[src/rtl/sio_misc_pkg.sv]
package sio_misc_pkg;
    localparam int BYTE_W = 8;

    typedef enum logic [1:0] {
        OFS_STATUS = 2'd0,
        OFS_FORCE  = 2'd1,
        OFS_RATE   = 2'd2,
        OFS_FIFO   = 2'd3
    } reg_ofs_e;

    typedef enum logic {
        FRC_CLEAR  = 1'b0,
        FRC_ACTIVE = 1'b1
    } frc_state_e;

    localparam logic [BYTE_W-1:0] RATE_MASK = 8'hDF;
    localparam logic [BYTE_W-1:0] FIFO_MASK = 8'hCF;
endpackage

[src/rtl/gp_edge_det.sv]
module gp_edge_det #(
    parameter int N_GP = 2
) (
    input  logic            clk,
    input  logic            rst_n,
    input  logic [N_GP-1:0] gp_in,
    output logic [N_GP-1:0] edge_o
);
    localparam int PRIME_W = 3;

    // Edges are reported only after the whole chain holds real samples.
    logic [PRIME_W-1:0] prime_q;

    always_ff @(posedge clk or negedge rst_n) begin
        if (!rst_n) prime_q <= '0;
        else        prime_q <= {prime_q[PRIME_W-2:0], 1'b1};
    end

    for (genvar g = 0; g < N_GP; g++) begin : g_chan
        logic meta_q, sync_q, prev_q;

        always_ff @(posedge clk or negedge rst_n) begin
            if (!rst_n) begin
                meta_q <= 1'b0;
                sync_q <= 1'b0;
                prev_q <= 1'b0;
            end else begin
                meta_q <= gp_in[g];
                sync_q <= meta_q;
                prev_q <= sync_q;
            end
        end

        assign edge_o[g] = prime_q[PRIME_W-1] & (sync_q ^ prev_q);
    end
endmodule

[src/rtl/status_w1c.sv]
module status_w1c #(
    parameter int N_GP = 2
) (
    input  logic            clk,
    input  logic            rst_n,
    input  logic [N_GP-1:0] set_i,
    input  logic [N_GP-1:0] clr_i,
    output logic [N_GP-1:0] st_o
);
    logic [N_GP-1:0] st_q;

    // A set in the same cycle as a clear wins.
    always_ff @(posedge clk or negedge rst_n) begin
        if (!rst_n) st_q <= '0;
        else        st_q <= (st_q & ~clr_i) | set_i;
    end

    assign st_o = st_q;
endmodule

[src/rtl/force_chg_fsm.sv]
module force_chg_fsm
    import sio_misc_pkg::*;
(
    input  logic clk,
    input  logic rst_n,
    input  logic sw_set_i,
    input  logic hw_clr_i,
    output logic flag_o
);
    frc_state_e state_q, state_d;

    always_ff @(posedge clk or negedge rst_n) begin
        if (!rst_n) state_q <= FRC_ACTIVE;
        else        state_q <= state_d;
    end

    always_comb begin
        state_d = state_q;
        unique case (state_q)
            FRC_CLEAR:  if (sw_set_i && !hw_clr_i) state_d = FRC_ACTIVE;
            FRC_ACTIVE: if (hw_clr_i)              state_d = FRC_CLEAR;
        endcase
    end

    always_comb begin
        flag_o = (state_q == FRC_ACTIVE);
    end
endmodule

[src/rtl/shadow_reg.sv]
module shadow_reg #(
    parameter int             W    = 8,
    parameter logic [W-1:0]   MASK = '1
) (
    input  logic         clk,
    input  logic         rst_n,
    input  logic         ld_i,
    input  logic [W-1:0] d_i,
    output logic [W-1:0] q_o
);
    logic [W-1:0] q_q;

    always_ff @(posedge clk or negedge rst_n) begin
        if (!rst_n)    q_q <= '0;
        else if (ld_i) q_q <= d_i & MASK;
    end

    assign q_o = q_q;
endmodule

[src/rtl/sio_misc_regs.sv]
module sio_misc_regs
    import sio_misc_pkg::*;
#(
    parameter int ADDR_W = 3,
    parameter int N_GP   = 2
) (
    input  logic              clk,
    input  logic              rst_n,
    input  logic [ADDR_W-1:0] host_addr,
    input  logic [BYTE_W-1:0] host_wdata,
    input  logic              host_wr,
    input  logic              host_rd,
    output logic [BYTE_W-1:0] host_rdata,
    input  logic              rate_wr,
    input  logic              fifo_wr,
    input  logic [N_GP-1:0]   gp_in,
    input  logic              step_n,
    input  logic              ds0_n,
    input  logic              dskchg_n,
    output logic              dskchg_out
);
    localparam int PAD_W = BYTE_W - N_GP;

    logic              in_window;
    reg_ofs_e          ofs;
    logic [N_GP-1:0]   gp_edge;
    logic [N_GP-1:0]   status_q;
    logic [N_GP-1:0]   status_clr;
    logic              force_flag;
    logic              force_set;
    logic              hw_clr;
    logic [BYTE_W-1:0] rate_q;
    logic [BYTE_W-1:0] fifo_q;

    assign in_window  = ((host_addr >> 2) == '0);
    assign ofs        = reg_ofs_e'(host_addr[1:0]);
    assign status_clr = (host_wr && in_window && ofs == OFS_STATUS)
                        ? host_wdata[N_GP-1:0] : '0;
    assign force_set  = host_wr && in_window && ofs == OFS_FORCE && host_wdata[0];
    assign hw_clr     = !step_n && !ds0_n;

    gp_edge_det #(.N_GP(N_GP)) u_edge (
        .clk(clk), .rst_n(rst_n), .gp_in(gp_in), .edge_o(gp_edge)
    );

    status_w1c #(.N_GP(N_GP)) u_status (
        .clk(clk), .rst_n(rst_n), .set_i(gp_edge), .clr_i(status_clr),
        .st_o(status_q)
    );

    force_chg_fsm u_force (
        .clk(clk), .rst_n(rst_n), .sw_set_i(force_set), .hw_clr_i(hw_clr),
        .flag_o(force_flag)
    );

    shadow_reg #(.W(BYTE_W), .MASK(RATE_MASK)) u_rate (
        .clk(clk), .rst_n(rst_n), .ld_i(rate_wr), .d_i(host_wdata), .q_o(rate_q)
    );

    shadow_reg #(.W(BYTE_W), .MASK(FIFO_MASK)) u_fifo (
        .clk(clk), .rst_n(rst_n), .ld_i(fifo_wr), .d_i(host_wdata), .q_o(fifo_q)
    );

    always_comb begin
        host_rdata = '0;
        if (host_rd && in_window) begin
            unique case (ofs)
                OFS_STATUS: host_rdata = {{PAD_W{1'b0}}, status_q};
                OFS_FORCE:  host_rdata = {{(BYTE_W-1){1'b0}}, force_flag};
                OFS_RATE:   host_rdata = rate_q;
                OFS_FIFO:   host_rdata = fifo_q;
            endcase
        end
    end

    assign dskchg_out = (!ds0_n && force_flag) || !dskchg_n;
endmodule


[config.mk]
export PLATFORM = sky130hd
export DESIGN_NAME = sio_misc_regs
export DESIGN_NICKNAME = d
export VERILOG_FILES = /design/src/rtl/sio_misc_pkg.sv /design/src/rtl/gp_edge_det.sv /design/src/rtl/status_w1c.sv /design/src/rtl/force_chg_fsm.sv /design/src/rtl/shadow_reg.sv /design/src/rtl/sio_misc_regs.sv
export SDC_FILE = /design/constraint.sdc
export NUM_CORES = 1
export LEC_CHECK = 0
export BUFFER_PORTS_ARGS = -buffer_cell sky130_fd_sc_hd__buf_2
export CORE_ASPECT_RATIO = 1.4
export CORE_MARGIN = 2
export CORE_UTILIZATION = 49
export CTS_CLUSTER_DIAMETER = 150
export CTS_CLUSTER_SIZE = 25
export DETAILED_ROUTE_END_ITERATION = 12
export GPL_ROUTABILITY_DRIVEN = 0
export GPL_TIMING_DRIVEN = 1
export PLACE_DENSITY_LB_ADDON = 0.08
export SYNTH_ARGS = -nofsm -noshare
export SYNTH_HDL_FRONTEND = slang
export SYNTH_SLANG_ARGS = --single-unit
[constraint.sdc]
create_clock -name clk -period 1.2 [get_ports clk]
set_input_delay 0.06 -clock clk [delete_from_list [all_inputs] [get_ports clk]]
set_output_delay 0.06 -clock clk [all_outputs]
set_load 0.05 [all_outputs]
==> summary.txt <==
Outcome
  • Status: finished, violations left
  • Failing checks: negative setup slack

Synth
  • Number of warnings issued by yosys: 0
  • Most repeated cell in the gate-level netlist after synthesis: sky130_fd_sc_hd__dfrtp_1
  • Synth cell types: 22
  • Flop and latch count out of synthesis: 25
  • FFs w/ async S/R, synth: 100%
  • Sequential share of the synthesized area: 61.1%
  • Flip-flop cell with the highest count after synthesis: sky130_fd_sc_hd__dfrtp_1
  • Mapped Avg Cell Area: 14.1 um^2
  • Largest cells by area after synthesis: sky130_fd_sc_hd__dfrtp_1, sky130_fd_sc_hd__mux2_2, sky130_fd_sc_hd__mux2i_1, sky130_fd_sc_hd__dfstp_2, sky130_fd_sc_hd__mux4_2
  • Most common library cells after synthesis: sky130_fd_sc_hd__dfrtp_1, sky130_fd_sc_hd__mux2_2, sky130_fd_sc_hd__nor2_1, sky130_fd_sc_hd__mux2i_1, sky130_fd_sc_hd__nor3b_1
  • Count of flip-flops with a built-in enable after synthesis: 0
  • Post-Synthesis Cells: 73
  • Post-synthesis cell type with the largest combined area: sky130_fd_sc_hd__dfrtp_1
  • Total nets after synthesis: 95
  • Area share of the leading cell type in the synthesized netlist: 58.5%
  • Total standard cell area after synthesis: 0.00103 mm^2

Timing
  • Endpoints failing hold: 0
  • Fin Clk Skew: 8.25 ps
  • Unrepaired setup endpoints after global routing: true
  • Finish-stage setup viols: 4
  • Max-slew violations: 0
  • Transition time of the tightest slew-check pin: 531 ps
  • Post-route setup slack: -380 ps
  • Max transition margin: 64.6%
  • Hold slack: 18.3 ps
  • Shortest period the worst path allows: 1580 ps
  • Period utilization: 132%
  • Maximum clock frequency: 633 MHz

Worst setup path
  • Critical Path Source: u_fifo.q_o[0]
  • Signal arrival time at the worst endpoint: 1520 ps
  • Slack of the worst reg-to-reg path: 330 ps
  • Worst path cell trace: mux4_2 > and3b_2 > buf_6
  • Startpoint-to-endpoint class of the critical path: reg -> out
  • Worst setup path endpoint: host_rdata[0]
  • Worst reg2reg path depth: 2
  • Total stage count of the critical path: 3
  • Launch instance of the worst register-to-register path: u_fifo.q_o[0]
  • Number of buffers and inverters on the critical path: 1
  • CP endpoint kind: output pin
  • FF-to-FF End: u_fifo.q_o[0]
  • Top delay family on crit path: multiplexers
  • CP Data Required Time: 1140 ps
  • Cell with the largest stage delay on the worst path: sky130_fd_sc_hd__mux4_2
  • Crit path max fanout: 2
  • Worst stage delay on the critical path: 460 ps
  • Startpoint kind of the worst setup timing path: flip-flop

Route
  • Total Routed Length: 1860 um
  • Post-detailed-route DRC marker count: 0
  • Vias per inst: 5.20
  • Number of vias in the routed layout: 707
  • Number of routed nets with antenna violations: 0
  • Initial drt markers: 5
  • WL/cell: 13.7 um
  • Number of detailed-route iterations in the first pass: 4

Power and ir drop
  • IR drop worst, VDD: 0.925 mV
  • Final total power: 1.60 mW
  • Leak pwr: 0.644 nW
  • Power density over the cells: 1140 mW/mm^2

Floorplan
  • Placement row count: 19
  • Starting density of the core: 52.0%
  • Chip Height: 58.1 um
  • Area of the die: 0.00248 mm^2
  • CORE AREA: 0.00197 mm^2
  • Overall die width: 42.7 um
  • Boundary Pins: 31

GRT
  • Via count of the first global-routing pass: 710
  • Initial antenna violation count: 0
  • Sum of overflow across all layers after global routing: 0
  • Largest net degree at the start of global routing: 26
  • All-Layer GR Usage: 16.1%
  • Wire length of the first global-routing pass: 2990 um

Placement
  • Count of buffers from port buffering: 28
  • Placed Instances: 120
  • Detailed-placement wirelength estimate: 1280 um

Layout
  • Share of final-layout standard cells stronger than drive strength 1: 50.4%
  • Post-route insts no fill: 136
  • Area added between synthesis and finish: 37.1%
  • Net count of the finished layout: 138
  • Fillers: 162
  • Antenna diode instance count: 0

Clock network
  • Buffer depth of the longest clock path: 2
  • TritonCTS clock tree: yes
  • H-Tree Depth: 1
  • Clock-pin slew reported for the worst setup and hold paths after clock tree synthesis: 130 ps
  • Number of sinks on the clock net: 25
  • Number of buffers created by CTS: 3
  • Skew-Pair Late Insertion Delay: 310 ps
  • CTS root buffer: sky130_fd_sc_hd__clkbuf_4

Job
  • Max capacitance violation total: 0

Worst hold path
  • Path type of the worst min-delay path: in -> reg
==> per-layer routing <==
layer	share of wire, %	vias up	track usage, %
li1	-	336	-
met1	39	345	19.2
met2	54	22	28.8
met3	4.4	4	1.87
met4	2.4	0	6.70
met5	0	-	0
==> registers in the layout, indices dropped and copies added (netlist names) <==
register / flops
u_edge.prime_q: 3
u_edge.g_chan.sync_q: 2
u_edge.g_chan.prev_q: 2
u_rate.q_o: 7
u_fifo.q_o: 6
u_force.flag_o: 1
u_edge.g_chan.meta_q: 2
u_status.st_o: 2
==> area by class of cell <==
| type | instances | area [um^2] | share of cell area (%) |
|---|---|---|---|
| flip-flops and latches | 25 | 627 | 44.6 |
| multi-input cells | 43 | 399 | 28.4 |
| repair buffers | 42 | 323 | 23.0 |
| well taps | 21 | 26.3 | 1.87 |
| clock buffers | 3 | 22.5 | 1.60 |
| clock inverters | 1 | 5.00 | 0.356 |
| inverters | 1 | 3.75 | 0.267 |
==> worst min-delay path, stage by stage <==
cell and delay [ps]:
sky130_fd_sc_hd__buf_2 120, sky130_fd_sc_hd__nand3_1 90, sky130_fd_sc_hd__a21oi_1 70
==> how the worst min path moves through the flow <==
stage                     cells after the start          start  slack (ps)                       to
after floorplan                               0          rst_n        -240  u_edge.g_chan[0].meta_q
after global placement                        1          rst_n          60  u_edge.g_chan[0].prev_q
after detailed placement                      1          rst_n          70  u_edge.g_chan[0].prev_q
after CTS                                     3  host_wdata[0]          20           u_force.flag_o
after global routing                          2  host_wdata[0]          40            u_fifo.q_o[0]
final                                         3  host_wdata[0]          20           u_force.flag_o
==> stage by stage <==
| step | utilization [%] | setup WS [ps] | cell area, um^2 | TNS, ps |
|---|---|---|---|---|
| after global routing | 71.3 | -445 | 1410 | -826 |
| after global placement | 60.6 | -52.8 | 1200 | -52.8 |
| after CTS | 69.4 | -392 | 1370 | -642 |
| after floorplan | - | -34.7 | 1040 | -34.7 |
| after detailed placement | 60.6 | -83.0 | 1200 | -83.0 |
| final | 71.3 | -380 | 1410 | -620 |
==> kinds of logic after synthesis <==
group	Yosys count	synth area share (%)
muxes	19	21.5
and+or+nand+nor	15	8.66
other	2	0.732
DFF	25	61.1
AOI/OAI and AO/OA	5	3.41
xor gates and xnor gates	2	1.71
buffers and inverters	5	2.93
==> cells in the final DEF (no fill, tap or decap), drive strengths merged <==
master and instances:
clkinv 1, nor4b 1, and3b 1, mux4 1, nand3 1, a21oi 1
o21ai 1, nand3b 1, mux2i 4, nor3b 3, dfrtp 24, xor2 2
a22o 2, dfstp 1, buf 31, nor2 6, mux2 14, inv 1
clkbuf 3, a22oi 1, dlygate4sd3 11, nand2 2, conb 2
==> timing repair <==
| item | CTS | global route |
|---|---|---|
| buffers inserted | 1 | 0 |
| setup endpoints to repair | 3 | 8 |
| pin swaps | 1 | 0 |
| hold endpoints to repair | 37 | 0 |
| hold buffers | 11 | 0 |
| resized for setup | 9 | 16 |
==> where the power goes <==
group          internal (mW)  leakage, nW  switching (mW)
clock                  0.124       0.0177           0.230
sequential             0.910        0.286          0.0313
combinational          0.161        0.341           0.146
total                   1.19        0.644           0.407
Note: power is estimated with default switching activity, not from simulation.
